## config.mk

```make
export PLATFORM = sky130hd
export DESIGN_NAME = uart_rx_deser
export DESIGN_NICKNAME = d
export VERILOG_FILES = /design/src/rtl/uart_rx_pkg.sv /design/src/rtl/uart_rx_sync.sv /design/src/rtl/uart_rx_frame.sv /design/src/rtl/uart_rx_fifo.sv /design/src/rtl/uart_rx_deser.sv
export SDC_FILE = /design/constraint.sdc
export NUM_CORES = 1
export LEC_CHECK = 0
export ABC_CLOCK_PERIOD_IN_PS = 3300
export BUFFER_PORTS_ARGS = -buffer_cell sky130_fd_sc_hd__buf_2
export CAP_MARGIN = 20
export CORE_MARGIN = 4
export CORE_UTILIZATION = 39
export DETAILED_ROUTE_END_ITERATION = 7
export PLACE_DENSITY = 0.63
export SLEW_MARGIN = 20
export SYNTH_ARGS = -nofsm -noshare
export SYNTH_HDL_FRONTEND = slang
export SYNTH_HIERARCHICAL = 1
export SYNTH_SLANG_ARGS = --single-unit
```

## constraint.sdc

```tcl
create_clock -name clk_i -period 3.3 [get_ports clk_i]
set_input_delay 0.165 -clock clk_i [delete_from_list [all_inputs] [get_ports clk_i]]
set_output_delay 0.165 -clock clk_i [all_outputs]
set_load 0.005 [all_outputs]
```

## src/rtl/uart_rx_pkg.sv

```systemverilog
package uart_rx_pkg;
  localparam int DATA_W = 8;

  typedef struct packed {
    logic              brk;
    logic              frm;
    logic              par;
    logic [DATA_W-1:0] data;
  } rx_entry_t;

  typedef enum logic [2:0] {
    ST_IDLE, ST_START, ST_DATA, ST_PAR, ST_STOP, ST_WAIT
  } rx_state_t;
endpackage

```

## src/rtl/uart_rx_sync.sv

```systemverilog
module uart_rx_sync #(
  parameter int STAGES = 2
) (
  input  logic clk_i,
  input  logic rst_ni,
  input  logic d_i,
  output logic q_o
);
  logic [STAGES-1:0] sr_q;

  always_ff @(posedge clk_i or negedge rst_ni) begin
    if (!rst_ni) sr_q <= '1;
    else         sr_q <= {sr_q[STAGES-2:0], d_i};
  end

  assign q_o = sr_q[STAGES-1];
endmodule

```

## src/rtl/uart_rx_frame.sv

```systemverilog
module uart_rx_frame
  import uart_rx_pkg::*;
#(
  parameter int OVS = 16
) (
  input  logic      clk_i,
  input  logic      rst_ni,
  input  logic      rxd_i,
  input  logic      tick_i,
  input  logic [1:0] wlen_i,
  input  logic      par_en_i,
  input  logic [1:0] par_mode_i,
  output logic      push_o,
  output rx_entry_t entry_o
);
  localparam int CW = $clog2(OVS);
  localparam logic [CW-1:0] CNT_LAST = CW'(OVS - 1);
  localparam logic [CW-1:0] CNT_MID  = CW'(OVS / 2 - 1);

  rx_state_t         state_q;
  logic [CW-1:0]     cnt_q;
  logic [2:0]        idx_q;
  logic [DATA_W-1:0] sh_q;
  logic              acc_q, hi_q, pbit_q;
  logic              last_bit, exp_par, bit_end;

  assign last_bit = (idx_q == (3'd4 + {1'b0, wlen_i}));
  assign bit_end  = (cnt_q == CNT_LAST);

  always_comb begin
    unique case (par_mode_i)
      2'b00:   exp_par = ~acc_q;
      2'b01:   exp_par = acc_q;
      2'b10:   exp_par = 1'b1;
      default: exp_par = 1'b0;
    endcase
  end

  always_ff @(posedge clk_i or negedge rst_ni) begin
    if (!rst_ni) begin
      state_q <= ST_IDLE;
      cnt_q   <= '0;
      idx_q   <= '0;
      sh_q    <= '0;
      acc_q   <= 1'b0;
      hi_q    <= 1'b0;
      pbit_q  <= 1'b0;
      push_o  <= 1'b0;
      entry_o <= '0;
    end else begin
      push_o <= 1'b0;
      if (tick_i) begin
        unique case (state_q)
          ST_IDLE: if (!rxd_i) begin
            state_q <= ST_START;
            cnt_q   <= '0;
          end
          ST_START: begin
            if (cnt_q == CNT_MID) begin
              // mid-bit recheck rejects glitches
              if (!rxd_i) begin
                state_q <= ST_DATA;
                cnt_q   <= '0;
                idx_q   <= '0;
                sh_q    <= '0;
                acc_q   <= 1'b0;
                hi_q    <= 1'b0;
                pbit_q  <= 1'b0;
              end else begin
                state_q <= ST_IDLE;
              end
            end else begin
              cnt_q <= cnt_q + 1'b1;
            end
          end
          ST_DATA: begin
            if (bit_end) begin
              cnt_q       <= '0;
              sh_q[idx_q] <= rxd_i;
              acc_q       <= acc_q ^ rxd_i;
              hi_q        <= hi_q | rxd_i;
              if (last_bit) state_q <= par_en_i ? ST_PAR : ST_STOP;
              else          idx_q   <= idx_q + 1'b1;
            end else begin
              cnt_q <= cnt_q + 1'b1;
            end
          end
          ST_PAR: begin
            if (bit_end) begin
              cnt_q   <= '0;
              pbit_q  <= rxd_i;
              hi_q    <= hi_q | rxd_i;
              state_q <= ST_STOP;
            end else begin
              cnt_q <= cnt_q + 1'b1;
            end
          end
          ST_STOP: begin
            if (bit_end) begin
              cnt_q        <= '0;
              push_o       <= 1'b1;
              entry_o.data <= sh_q;
              entry_o.frm  <= ~rxd_i;
              entry_o.brk  <= ~rxd_i & ~hi_q;
              entry_o.par  <= par_en_i & ~(~rxd_i & ~hi_q) & (pbit_q != exp_par);
              state_q      <= rxd_i ? ST_IDLE : ST_WAIT;
            end else begin
              cnt_q <= cnt_q + 1'b1;
            end
          end
          ST_WAIT: if (rxd_i) state_q <= ST_IDLE;
          default: state_q <= ST_IDLE;
        endcase
      end
    end
  end
endmodule

```

## src/rtl/uart_rx_fifo.sv

```systemverilog
module uart_rx_fifo
  import uart_rx_pkg::*;
#(
  parameter int DEPTH = 16
) (
  input  logic      clk_i,
  input  logic      rst_ni,
  input  logic      push_i,
  input  rx_entry_t entry_i,
  input  logic      pop_i,
  output rx_entry_t head_o,
  output logic      empty_o,
  output logic      overrun_o,
  output logic      err_any_o
);
  localparam int AW = (DEPTH > 1) ? $clog2(DEPTH) : 1;
  localparam int CW = $clog2(DEPTH + 1);
  localparam logic [AW-1:0] PTR_LAST = AW'(DEPTH - 1);
  localparam logic [CW-1:0] CNT_FULL = CW'(DEPTH);

  rx_entry_t     mem_q [DEPTH];
  logic [AW-1:0] wr_q, rd_q;
  logic [CW-1:0] cnt_q, ecnt_q;
  logic          full, do_pop, do_push, err_in, err_out;

  assign empty_o = (cnt_q == '0);
  assign full    = (cnt_q == CNT_FULL);
  assign do_pop  = pop_i & ~empty_o;
  assign do_push = push_i & (~full | do_pop);
  assign head_o  = mem_q[rd_q];
  assign err_in  = do_push & (entry_i.par | entry_i.frm | entry_i.brk);
  assign err_out = do_pop & (head_o.par | head_o.frm | head_o.brk);
  assign err_any_o = (ecnt_q != '0);

  always_ff @(posedge clk_i) begin
    if (do_push) mem_q[wr_q] <= entry_i;
  end

  always_ff @(posedge clk_i or negedge rst_ni) begin
    if (!rst_ni) begin
      wr_q      <= '0;
      rd_q      <= '0;
      cnt_q     <= '0;
      ecnt_q    <= '0;
      overrun_o <= 1'b0;
    end else begin
      if (do_push) wr_q <= (wr_q == PTR_LAST) ? '0 : wr_q + 1'b1;
      if (do_pop)  rd_q <= (rd_q == PTR_LAST) ? '0 : rd_q + 1'b1;
      cnt_q  <= cnt_q + CW'(do_push) - CW'(do_pop);
      ecnt_q <= ecnt_q + CW'(err_in) - CW'(err_out);
      if (do_pop)                     overrun_o <= 1'b0;
      else if (push_i && full)        overrun_o <= 1'b1;
    end
  end
endmodule

```

## src/rtl/uart_rx_deser.sv

```systemverilog
module uart_rx_deser
  import uart_rx_pkg::*;
#(
  parameter int OVS   = 16,
  parameter int DEPTH = 16
) (
  input  logic       clk_i,
  input  logic       rst_ni,
  input  logic       rxd_i,
  input  logic       baud_tick_i,
  input  logic [1:0] wlen_i,
  input  logic       par_en_i,
  input  logic [1:0] par_mode_i,
  input  logic       rd_i,
  output logic [7:0] rd_data_o,
  output logic       data_ready_o,
  output logic       overrun_o,
  output logic       parity_err_o,
  output logic       framing_err_o,
  output logic       break_o,
  output logic       rx_err_any_o
);
  logic      rxd_s, push, empty;
  rx_entry_t entry, head;

  uart_rx_sync #(.STAGES(2)) u_sync (
    .clk_i(clk_i), .rst_ni(rst_ni), .d_i(rxd_i), .q_o(rxd_s)
  );

  uart_rx_frame #(.OVS(OVS)) u_frame (
    .clk_i(clk_i), .rst_ni(rst_ni), .rxd_i(rxd_s), .tick_i(baud_tick_i),
    .wlen_i(wlen_i), .par_en_i(par_en_i), .par_mode_i(par_mode_i),
    .push_o(push), .entry_o(entry)
  );

  uart_rx_fifo #(.DEPTH(DEPTH)) u_fifo (
    .clk_i(clk_i), .rst_ni(rst_ni), .push_i(push), .entry_i(entry),
    .pop_i(rd_i), .head_o(head), .empty_o(empty),
    .overrun_o(overrun_o), .err_any_o(rx_err_any_o)
  );

  assign data_ready_o  = ~empty;
  assign rd_data_o     = empty ? '0 : head.data;
  assign parity_err_o  = ~empty & head.par;
  assign framing_err_o = ~empty & head.frm;
  assign break_o       = ~empty & head.brk;
endmodule

```

==> qor.yml <==
dieArea_sq_mm: 0.0282
synth_top_family_by_area: "multiplexers"
place_congestion: 0.839
ys_async_sr_fraction_pct: 23.5
drv_cap: 0
crit_fanout: 32
die_x_um: 168
n_antenna_cell: 0
clkSlewWorstSetupHoldPaths_ns: 0.06
synth-seq-cells: 230
grt_max_degree: 34
powerDensity_mw_per_mm2: 755
post_drt_wl_per_cell_um: 19.6
start_util_pct: 39.7
antenna_found_initial: 0
ys_dominant_reg_cell: "edfxtp_1"
syn-num-nets: 636
p_leak_nw: 4.15
rows: 58
grt_remaining_overflow: 0
synth_edf_count: 176
relSlewSlack_pct: 30.2
outcome: "complete, no violations"
core_area_sq_mm: 0.0252
syn_area_per_cell_sq_um: 16.5
synth_simple_gate_area_share_pct: 6.49
yosys.area_share.xor_xnor_pct: 1.23
crit_required_ns: 3.13
yosysUniqueCellTypes: 68
worstSetupStartpointType: "flop"
post-synth-top-area-cell: "edfxtp_1"
grt_pass1_wl_um: 31400
worstMarginPinSlew_ns: 1.04
worst-path-buf-inv: 3
drv_slew: 0
period_needed_ns: 3.12
hold_path_class: "input port to flop"
p_total_mw: 8.62
final_antenna_net_count: 0
placedCellCount: 949
grt_setup_unrepaired: "false"
grt_pass1_vias: 5592
crit_family: "multiplexers"
setup_violations: 0
cp.arrival_ns: 2.96
cts_sinks: 230
clk_path_buf_depth: 3
routed-via-count: 5442
synth.top_cells.by_area: "edfxtp_1 (53%), dfrtp_1 (13%), mux4_2 (7.7%)"
finalCritPeriodShare_pct: 94.6
nets: 690
drcViolationCount: 0
synth-adder-area-share_pct: 2.78
multi_input_comb_area_sq_mm: 0.00304
seqCellArea_sq_mm: 0.00664
layout.cells.non_filler: 1007
io_buffers: 23
finalClockSkew_ns: 0.0172
root_buffer: "clkbuf_16"
hold_slack_ns: 0.164
hold_violations: 0
path_class: "flop to primary output"
nFillCells: 2108
cp_slowest_cell: "mux4_1"
vias_per_cell: 5.40
drive_gt1_share_pct: 24.4
muxShareOfSynthArea_pct: 13.4
cts_tree: "yes"
syn2layout_area_growth_pct: 14.2
ir_drop_v: 0.000313
dp_hpwl_um: 12700
synth_top_area_share_pct: 52.9
ios: 24
grt_usage_pct: 13.8
die_h_um: 168
first_pass_iters: 5
drt-total-wl_um: 19700
cts_max_level: 1
syn_inst: 605
post_dp_cell_area_sq_mm: 0.0105
yosysWarningCount: 6
fin_area_sq_mm: 0.0114
cpPeakStageDelay_ns: 0.68
worstSkewPairLatency_ns: 0.50
synth_compound_area_share_pct: 6.27
seq_area_frac_synth_pct: 66.4
synth_area_sq_mm: 0.00999
endpoint_kind: "primary output"
max_freq_mhz: 320
drt_iter0_markers: 437
setup-tns-final_ns: 0
numCtsBuffers: 24
path_cells: "clkbuf_4, buf_6, mux4_1, mux4_2, and2b_2, buf_2"
through the flow:
| step | worst slack (ns) | util, % |
|---|---|---|
| after global placement | 0.147 | 41.6 |
| after detailed placement | 0.0758 | 41.7 |
| after global routing | 0.0571 | 45.3 |
| after CTS | 0.0605 | 44.9 |
| final | 0.180 | 45.3 |
| after floorplan | 0.283 | - |
layer usage:
metal | vias to the layer above | part of all wire, % | track usage, %
li1 | 2480 | - | -
met2 | 129 | 51 | 23.7
met1 | 2817 | 44 | 19.1
met4 | 0 | 0.83 | 2.61
met3 | 16 | 4.3 | 2.00
met5 | - | 0 | 0
registers in the layout (all words and copies together) (netlist names):
name and count:
u_fifo/overrun_o 1, u_fifo/ecnt_q 5, u_frame/sh_q 8, u_frame/entry_o 11, u_frame/push_o 1, u_sync/sr_q 2, u_fifo/cnt_q 5, u_frame/cnt_q 4
u_frame/acc_q 1, u_frame/hi_q 1, u_frame/pbit_q 1, u_frame/idx_q 3, u_fifo/wr_q 4, u_fifo/rd_q 4, u_frame/state_q 3, u_fifo/mem_q 176
worst paths after layout:
| path | startpoint | to | slack [ns] | cells after the start |
|---|---|---|---|---|
| max | u_fifo/rd_q[0]$_DFFE_PN0N_ | rd_data_o[5] | 0.18 | 6 |
| min | par_mode_i[1] | u_frame/entry_o[8]$_DFFE_PN0P_ | 0.16 | 5 |
| max reg2reg | u_fifo/cnt_q[3]$_DFF_PN0_ | u_fifo/ecnt_q[4]$_DFF_PN0_ | 0.21 | 16 |
| min reg2reg | u_sync/sr_q[0]$_DFF_PN1_ | u_sync/sr_q[1]$_DFF_PN1_ | 0.36 | 0 |
| max in group asynchronous | rst_ni | u_frame/sh_q[1]$_DFFE_PN0P_ | 2.19 | 3 |
| min in group asynchronous | rst_ni | u_frame/state_q[2]$_DFFE_PN0P_ | 0.29 | 2 |
where the power goes:
| group | leakage [nW] | switching [mW] | internal, mW |
|---|---|---|---|
| registers | 2.32 | 0.304 | 3.30 |
| clock network | 0.370 | 1.06 | 1.51 |
| logic | 1.46 | 1.17 | 1.27 |
| total | 4.15 | 2.53 | 6.09 |
layout make-up:
type / instances / area share, %
tap: 330 / 3.62
timing repair buffer: 61 / 3.79
inverter: 32 / 1.05
sequential: 230 / 58.2
multi-input combinational: 310 / 26.6
clock buffer: 32 / 5.89
clock inverter: 12 / 0.822
cell usage after synthesis (11+ instances only):
library cell    n
edfxtp_1      176
dfrtp_1        52
ha_1           19
mux4_1         17
nor2_1         25
a21oi_1        14
clkbuf_1       11
nand2_1        27
buf_2          12
nand3_1        14
xnor2_1        11
inv_1          29
mux4_2         34
o21ai_0        26
what timing repair did:
action / 4_1_cts / 5_1_grt
endpoints found under the hold margin: 34 / 0
gates resized for setup: 1 / 6
endpoints found under the setup margin: 1 / 1
buffers inserted: 0 / 7
hold buffers: 5 / 0
pin swaps: 0 / 1
cells by family after synthesis:
family,Yosys count
flops,230
buf+inv,65
mux,63
fa+ha+maj,21
compound gates,96
xor+xnor,14
simple gates,116
worst min-delay path: stages:
cell,delay (ns)
buf_2,0.08
nor2b_1,0.04
xnor2_1,0.13
o211ai_1,0.12
o21ai_0,0.08
placed cells by master, fill, tap and decap left out, types with 8 or more instances in the layout:
cell type    n
nor2_1      22
ha_1        19
mux2_2       8
a21oi_1     14
mux4_2      34
mux4_1      17
buf_2       23
clkbuf_16   25
dfrtp_1     50
o21ai_0     26
edfxtp_1   176
buf_4       29
xnor2_1     11
nand3_1     14
inv_1       29
nand2_1     27
Power figures use the tool's default switching activity.
